`src/rtl/cap_pkg.sv`:
```
package cap_pkg;
    typedef enum logic [1:0] {
        SRC_OWN   = 2'd0,
        SRC_ALT   = 2'd1,
        SRC_TRIG  = 2'd2,
        SRC_OWN_B = 2'd3
    } src_sel_e;

    typedef struct packed {
        logic pri;
        logic sec;
    } pol_t;
endpackage

```
`src/rtl/cap_insync.sv`:
```
module cap_insync #(
    parameter int STAGES = 2
) (
    input  logic       clk,
    input  logic       rst_n,
    input  logic [2:0] srcs_i,
    input  logic [1:0] sel_i,
    output logic       rise_o,
    output logic       fall_o
);
    import cap_pkg::*;

    logic [STAGES-1:0] chain_d, chain_q;
    logic              prev_d, prev_q;
    logic              pick;

    always_comb begin
        case (src_sel_e'(sel_i))
            SRC_ALT:  pick = srcs_i[1];
            SRC_TRIG: pick = srcs_i[2];
            default:  pick = srcs_i[0];
        endcase
        chain_d[0] = pick;
        prev_d     = chain_q[STAGES-1];
    end

    for (genvar g = 1; g < STAGES; g++) begin : g_stage
        assign chain_d[g] = chain_q[g-1];
    end

    always_ff @(posedge clk or negedge rst_n) begin
        if (!rst_n) begin
            chain_q <= '0;
            prev_q  <= 1'b0;
        end else begin
            chain_q <= chain_d;
            prev_q  <= prev_d;
        end
    end

    assign rise_o =  chain_q[STAGES-1] & ~prev_q;
    assign fall_o = ~chain_q[STAGES-1] &  prev_q;
endmodule

```
`src/rtl/cap_edge_sel.sv`:
```
module cap_edge_sel (
    input  logic rise_i,
    input  logic fall_i,
    input  logic pol_pri_i,
    input  logic pol_sec_i,
    output logic ev_o
);
    import cap_pkg::*;

    pol_t pol;

    always_comb begin
        pol = '{pri: pol_pri_i, sec: pol_sec_i};
        if (pol.pri && pol.sec)
            ev_o = rise_i | fall_i;
        else if (pol.pri)
            ev_o = fall_i;
        else
            ev_o = rise_i;
    end
endmodule

```
`src/rtl/cap_evdiv.sv`:
```
module cap_evdiv #(
    parameter int PSC_W = 2
) (
    input  logic             clk,
    input  logic             rst_n,
    input  logic             ev_i,
    input  logic [PSC_W-1:0] psc_i,
    output logic             fire_o
);
    localparam int CNT_W = (1 << PSC_W) - 1;

    logic [CNT_W-1:0] cnt_d, cnt_q;
    logic [CNT_W-1:0] target;

    always_comb begin
        target = CNT_W'((1 << psc_i) - 1);
        fire_o = ev_i && (cnt_q >= target);
        if (fire_o)
            cnt_d = '0;
        else if (ev_i)
            cnt_d = cnt_q + 1'b1;
        else
            cnt_d = cnt_q;
    end

    always_ff @(posedge clk or negedge rst_n) begin
        if (!rst_n) cnt_q <= '0;
        else        cnt_q <= cnt_d;
    end
endmodule

```
`src/rtl/cap_chan.sv`:
```
module cap_chan #(
    parameter int CNT_W       = 16,
    parameter int PSC_W       = 2,
    parameter int SYNC_STAGES = 2
) (
    input  logic             clk,
    input  logic             rst_n,
    input  logic [CNT_W-1:0] cnt_i,
    input  logic             src_own_i,
    input  logic             src_alt_i,
    input  logic             src_trig_i,
    input  logic [1:0]       src_sel_i,
    input  logic             pol_pri_i,
    input  logic             pol_sec_i,
    input  logic [PSC_W-1:0] psc_i,
    input  logic             irq_en_i,
    input  logic             flag_clr_i,
    input  logic             ovr_clr_i,
    output logic [CNT_W-1:0] cap_val_o,
    output logic             cap_flag_o,
    output logic             ovr_flag_o,
    output logic             irq_o
);
    typedef struct packed {
        logic [CNT_W-1:0] val;
        logic             flag;
        logic             ovr;
    } chan_st_t;

    chan_st_t st_d, st_q;
    logic     rise, fall, ev, fire;

    cap_insync #(.STAGES(SYNC_STAGES)) u_sync (
        .clk    (clk),
        .rst_n  (rst_n),
        .srcs_i ({src_trig_i, src_alt_i, src_own_i}),
        .sel_i  (src_sel_i),
        .rise_o (rise),
        .fall_o (fall)
    );

    cap_edge_sel u_edge (
        .rise_i    (rise),
        .fall_i    (fall),
        .pol_pri_i (pol_pri_i),
        .pol_sec_i (pol_sec_i),
        .ev_o      (ev)
    );

    cap_evdiv #(.PSC_W(PSC_W)) u_div (
        .clk    (clk),
        .rst_n  (rst_n),
        .ev_i   (ev),
        .psc_i  (psc_i),
        .fire_o (fire)
    );

    always_comb begin
        st_d = st_q;
        if (flag_clr_i) st_d.flag = 1'b0;
        if (ovr_clr_i)  st_d.ovr  = 1'b0;
        if (fire) begin
            st_d.val  = cnt_i;
            st_d.flag = 1'b1;
            if (st_q.flag) st_d.ovr = 1'b1;
        end
    end

    always_ff @(posedge clk or negedge rst_n) begin
        if (!rst_n) st_q <= '0;
        else        st_q <= st_d;
    end

    assign cap_val_o  = st_q.val;
    assign cap_flag_o = st_q.flag;
    assign ovr_flag_o = st_q.ovr;
    assign irq_o      = st_q.flag & irq_en_i;
endmodule

```
`config.mk`:
```
export PLATFORM = sky130hd
export DESIGN_NAME = cap_chan
export DESIGN_NICKNAME = d
export VERILOG_FILES = /design/src/rtl/cap_pkg.sv /design/src/rtl/cap_insync.sv /design/src/rtl/cap_edge_sel.sv /design/src/rtl/cap_evdiv.sv /design/src/rtl/cap_chan.sv
export SDC_FILE = /design/constraint.sdc
export NUM_CORES = 1
export LEC_CHECK = 0
export BUFFER_PORTS_ARGS = -buffer_cell sky130_fd_sc_hd__clkbuf_2
export CORE_ASPECT_RATIO = 1.4
export CORE_UTILIZATION = 35
export DETAILED_ROUTE_END_ITERATION = 6
export GPL_ROUTABILITY_DRIVEN = 0
export GPL_TIMING_DRIVEN = 0
export HOLD_SLACK_MARGIN = 0.03
export PLACE_DENSITY = 0.64
export SYNTH_ARGS = -nofsm -noshare
export SYNTH_HDL_FRONTEND = slang
export SYNTH_SLANG_ARGS = --single-unit
```
`constraint.sdc`:
```
create_clock -name clk -period 3.85 [get_ports clk]
set_input_delay 0.5775 -clock clk [delete_from_list [all_inputs] [get_ports clk]]
set_output_delay 0.5775 -clock clk [all_outputs]
set_load 0.005 [all_outputs]
```
After elaboration in Yosys (flattened, before gate mapping). Cells that the tools add are included. W data, S select, Z words.

$add $sub $neg: 2. $lt $le $gt $ge: 1. Eq/ne operators: 2. Shift-type cells: 1. Mux-type cells: 9. Bitwise operators: 6. Reductions and logical operators: 4.

Operator list (number): $mux W3 (2); $mux W1 (5); $reduce_bool A2 Y1 (2); $add A3 B1 Y3 const B (1); $and A1 B1 Y1 (3); $ge A3 B3 Y1 (1); $shl A1 B2 Y3 const A (1); $sub A3 B2 Y3 const B (1); $eq A2 B1 Y1 const B (1); $eq A2 B2 Y1 const B (1); $logic_and A1 B1 Y1 (2); $mux W2 (1); $not A1 Y1 (2); $pmux W1 S2 (1); $or A1 B1 Y1 (1).

Register bits after elaboration: 24. Output and inout port bits: 19.

Longest topological paths before layout.
Depth in word-level cells: 6. Depth in mapped cells: 7. Depth with buffers taken out: 6.

Cells and area by module. From an unflattened synthesis, not the netlist that was laid out.

Cells, all modules: 81. Area total of the unflattened synthesis: 1097.3 um^2.

Modules (own cells, without submodules): cap_chan (times used 1, cells an instance 42, area each 723.2 um^2, sequential area each 450.4 um^2); cap_evdiv (times used 1, cells an instance 25, area each 222.7 um^2, sequential area each 75.1 um^2); cap_insync (times used 1, cells an instance 12, area each 136.4 um^2, sequential area each 75.1 um^2); cap_edge_sel (times used 1, cells an instance 2, area each 15.0 um^2, sequential area each 0.0 um^2).

Worst setup path before layout. Ideal clock, no wire load.

Path kind: input to register. Start: in psc_i[1]. End: reg st_q (netlist bit cap_val_o[0]). Data arrival time: 1.999 ns. Data required time: 3.725 ns. Path slack: 1.726 ns. Cell stages on the path: 7. Path buffers: 1. Path through: or2_2 > ha_1 > nor2b_1 > o21ai_2 > nand2_4 > buf_6 > mux2_4.

Word-level cells in the longest chain between the ends: 4.

RTL lines: from (decl) (line cap_chan.sv:15) `input logic [PSC_W-1:0] psc_i,`; $shl A1 B2 Y3 (line cap_evdiv.sv:16) `target = CNT_W'((1 << psc_i) - 1);`; $sub A3 B2 Y3 (line cap_evdiv.sv:16); $ge A3 B3 Y1 (line cap_evdiv.sv:17) `fire_o = ev_i && (cnt_q >= target);`; $logic_and A1 B1 Y1 (line cap_evdiv.sv:17); to (signal assigned) (line cap_chan.sv:71) `else st_q <= st_d;`; to (decl) (line cap_chan.sv:30) `chan_st_t st_d, st_q;`.

Every way passes these cells. A chain may end at the register's enable or synchronous reset.

Worst setup path in the final report.
Start: in psc_i[1]. End: reg st_q (netlist bit cap_val_o[3]).

Same word-level chain as after synthesis.

==> metrics <==
final routed DRC violation total=0; Placed Area=between 0.001 and 0.0015 sq mm; number of standard cells after synthesis=84; final cell area excluding filler cells=0.001486 sq mm; RSZ-0062 raised after global routing=false; maximum clock frequency=480.6 MHz; area delta synth->final=30.12%; most frequent standard cell in the layout excluding fill and tap cells=sky130_fd_sc_hd__clkbuf_2; layout net count=175; total count of hold-check failures in the final report=0; total number of H-tree levels=1; worst min-delay path category=input pin to asynchronous set/reset pin; headroom to the max-slew limit=0.6162; layer with the highest usage=met2; vias in the first global route=839; number of register bits inferred by synthesis=24; postcts setup bufs=0; detailed-route via count=about 800; Detail Route Antenna Nets=0; placement row count=24; PortBufs=48; met3 layer usage reported by global route=0.02851; pin count of the biggest net entering global routing=25; number of antenna violations at the first check in global routing=0; detailed-routing iteration count for the pre-antenna-repair pass=3; WS Path Type=input pin to flop; fill cell total of the finished layout=325; share of cells above drive strength 1=0.5074; leakage power total=0.0008124 uW; Total Routing Usage GR=0.1357; root buffer selected by CTS=sky130_fd_sc_hd__clkbuf_8; final cycle utilization of the critical path=0.5405; WL final=2018 um; combined area of all synthesized cells=roughly 0.0011 sq mm; global-route met1 utilization=0.1406; setup violators final=0; required arrival time at the worst endpoint=4.00 ns; number of library cell types mapped by synthesis=24; Fin Setup TNS=0 ns; HPWL Detailed=1651 um; VDD IR-drop max=0.0003193 V; cell-by-cell listing of the critical path=clkbuf_2 > or2_2 > ha_1 > nor2b_1 > o21ai_2 > nand2_4 > buf_6 > mux2_4; clock sinks=24; Slew @ Worst Pin=0.5757 ns; Chip Width=between 50 and 60 um; routed wire length per instance=approximately 12 um; slowest stage cell on the critical path=sky130_fd_sc_hd__mux2_4; Syn Nets=approximately 120; average size of a mapped cell=13.60 sq um; antenna diode count=0; DIE AREA=0.003500 sq mm; clock-pin slew on the worst setup and hold paths=0.08 ns; number of design-rule violations left by the first detailed-router iteration=13; PostCTS Resize Cnt=0; global-route wire length before repair=3657 um; minimum clock period after layout=2.081 ns; YS warnings=0; footprint of the multi-input gates=493.0 sq um; starting density of the core=0.3658; number of buffers created by CTS=3; clk_skew=0.003293 ns; type of element capturing the critical path=flop; areal power density over the cells=673.9 mW/mm^2; Worst Path Max Fanout=10; longest individual stage delay on the worst path=0.30 ns; Boundary Pins=between 40 and 50; Seq/Total Area, Yosys=0.5257; max-cap violation count=0; area taken by flip-flops and latches=between 600 and 700 sq um; GR Util met2=0.2563; most frequent cells in the layout=sky130_fd_sc_hd__clkbuf_2, sky130_fd_sc_hd__dfrtp_1, sky130_fd_sc_hd__inv_1, sky130_fd_sc_hd__mux2_4, sky130_fd_sc_hd__ha_1; Remaining Overflow, GRT=0; core region area=0.003123 sq mm; hold buffers post-CTS=0; via count normalized by instance count=4.566; vertical die dimension=69.60 um; Pins Over Slew Limit=0; CP Launch Type=input pin; clock tree from TritonCTS=yes; outcome=complete, no violations; Clock Tree Buf Depth=2; data arrival time of the worst path=approximately 2.2 ns; Worst-Skew Late Latency=0.26 ns
[final cells by class]
cell class,instances,share of cell area
multi-input cells,49,0.3316
inverters,10,0.02525
well taps,39,0.03283
clock buffers,4,0.03704
repair buffers,48,0.1616
plain buffers,1,0.007576
flip-flops and latches,24,0.4040
[synth_stat cells, drive strengths merged]
cell,instances,share of area
nand2b,2,0.018
or2,1,0.0055
nor4b,1,0.0077
nor2b,1,0.0055
and2,1,0.0055
nand3,1,0.0044
a22oi,1,0.0066
a31oi,1,0.019
mux2,18,0.21
nor2,3,0.0099
buf,1,0.0099
inv,10,0.033
a21o,1,0.0066
nand2,4,0.020
ha,8,0.088
a21oi,1,0.0044
o21ai,5,0.025
dfrtp,24,0.53
[critical path, delay by kind of cell]
family / cells / cell delay [ns]
adders and majority gates: 1 / 0.28
and+or+nand+nor: 3 / 0.49
buffers and inverters: 2 / 0.28
muxes: 1 / 0.30
AOI/OAI and AO/OA: 1 / 0.29
[routing by layer]
| layer | up-vias | part of all wire |
|---|---|---|
| met5 | - | 0 |
| met4 | 0 | 0.0094 |
| met3 | 2 | 0.049 |
| met2 | 23 | 0.55 |
| met1 | 391 | 0.39 |
| li1 | 383 | - |
[power breakdown]
group / internal, uW / switching, uW
sequential: 364 / 65.3
clock: 91.0 / 73.1
combinational: 242 / 166
total: 697 / 305
[sequential cells by signal, summed over array words and instances, names as in the netlist]
name / cells
cap_flag_o: 1
u_div.cnt_q: 3
u_sync.chain_q: 2
ovr_flag_o: 1
cap_val_o: 16
u_sync.prev_q: 1
[through the flow]
stage                     std cells  total power, uW    util  hold slack, ns  setup slack (ns)
final                           175             1002  0.4760          0.3003             1.769
after global placement          171            830.6  0.4583          0.3336             1.524
after detailed placement        171            852.7  0.4583          0.3347             1.474
after floorplan                  84            686.2       -          0.2819             1.726
after CTS                       175             1020  0.4760          0.3224             1.758
after global routing            175             1088  0.4760          0.3364             1.701
[cells by family (layout without fill, tap and decap cells)]
logic type	after synthesis	in the layout	share of synthesized area
fa+ha+maj	8	8	0.08763
flops	24	24	0.5257
compound gates	9	9	0.06133
buf+inv	11	63	0.04272
simple gates	14	14	0.07558
mux	18	18	0.2070
[worst paths after layout]
check	start	to	slack, ns	cells past startpoint
hold / removal	rst_n	cap_val_o[10]	0.30	1
max in group asynchronous	rst_n	u_div.cnt_q[0]	3.17	1
setup / recovery	psc_i[1]	cap_val_o[3]	1.77	8
min in group clk	u_sync.chain_q[0]	u_sync.chain_q[1]	0.35	0
hold reg to reg	u_sync.chain_q[0]	u_sync.chain_q[1]	0.35	0
setup reg to reg	u_sync.chain_q[1]	cap_val_o[3]	1.97	6
Power figures use the tool's default switching activity.
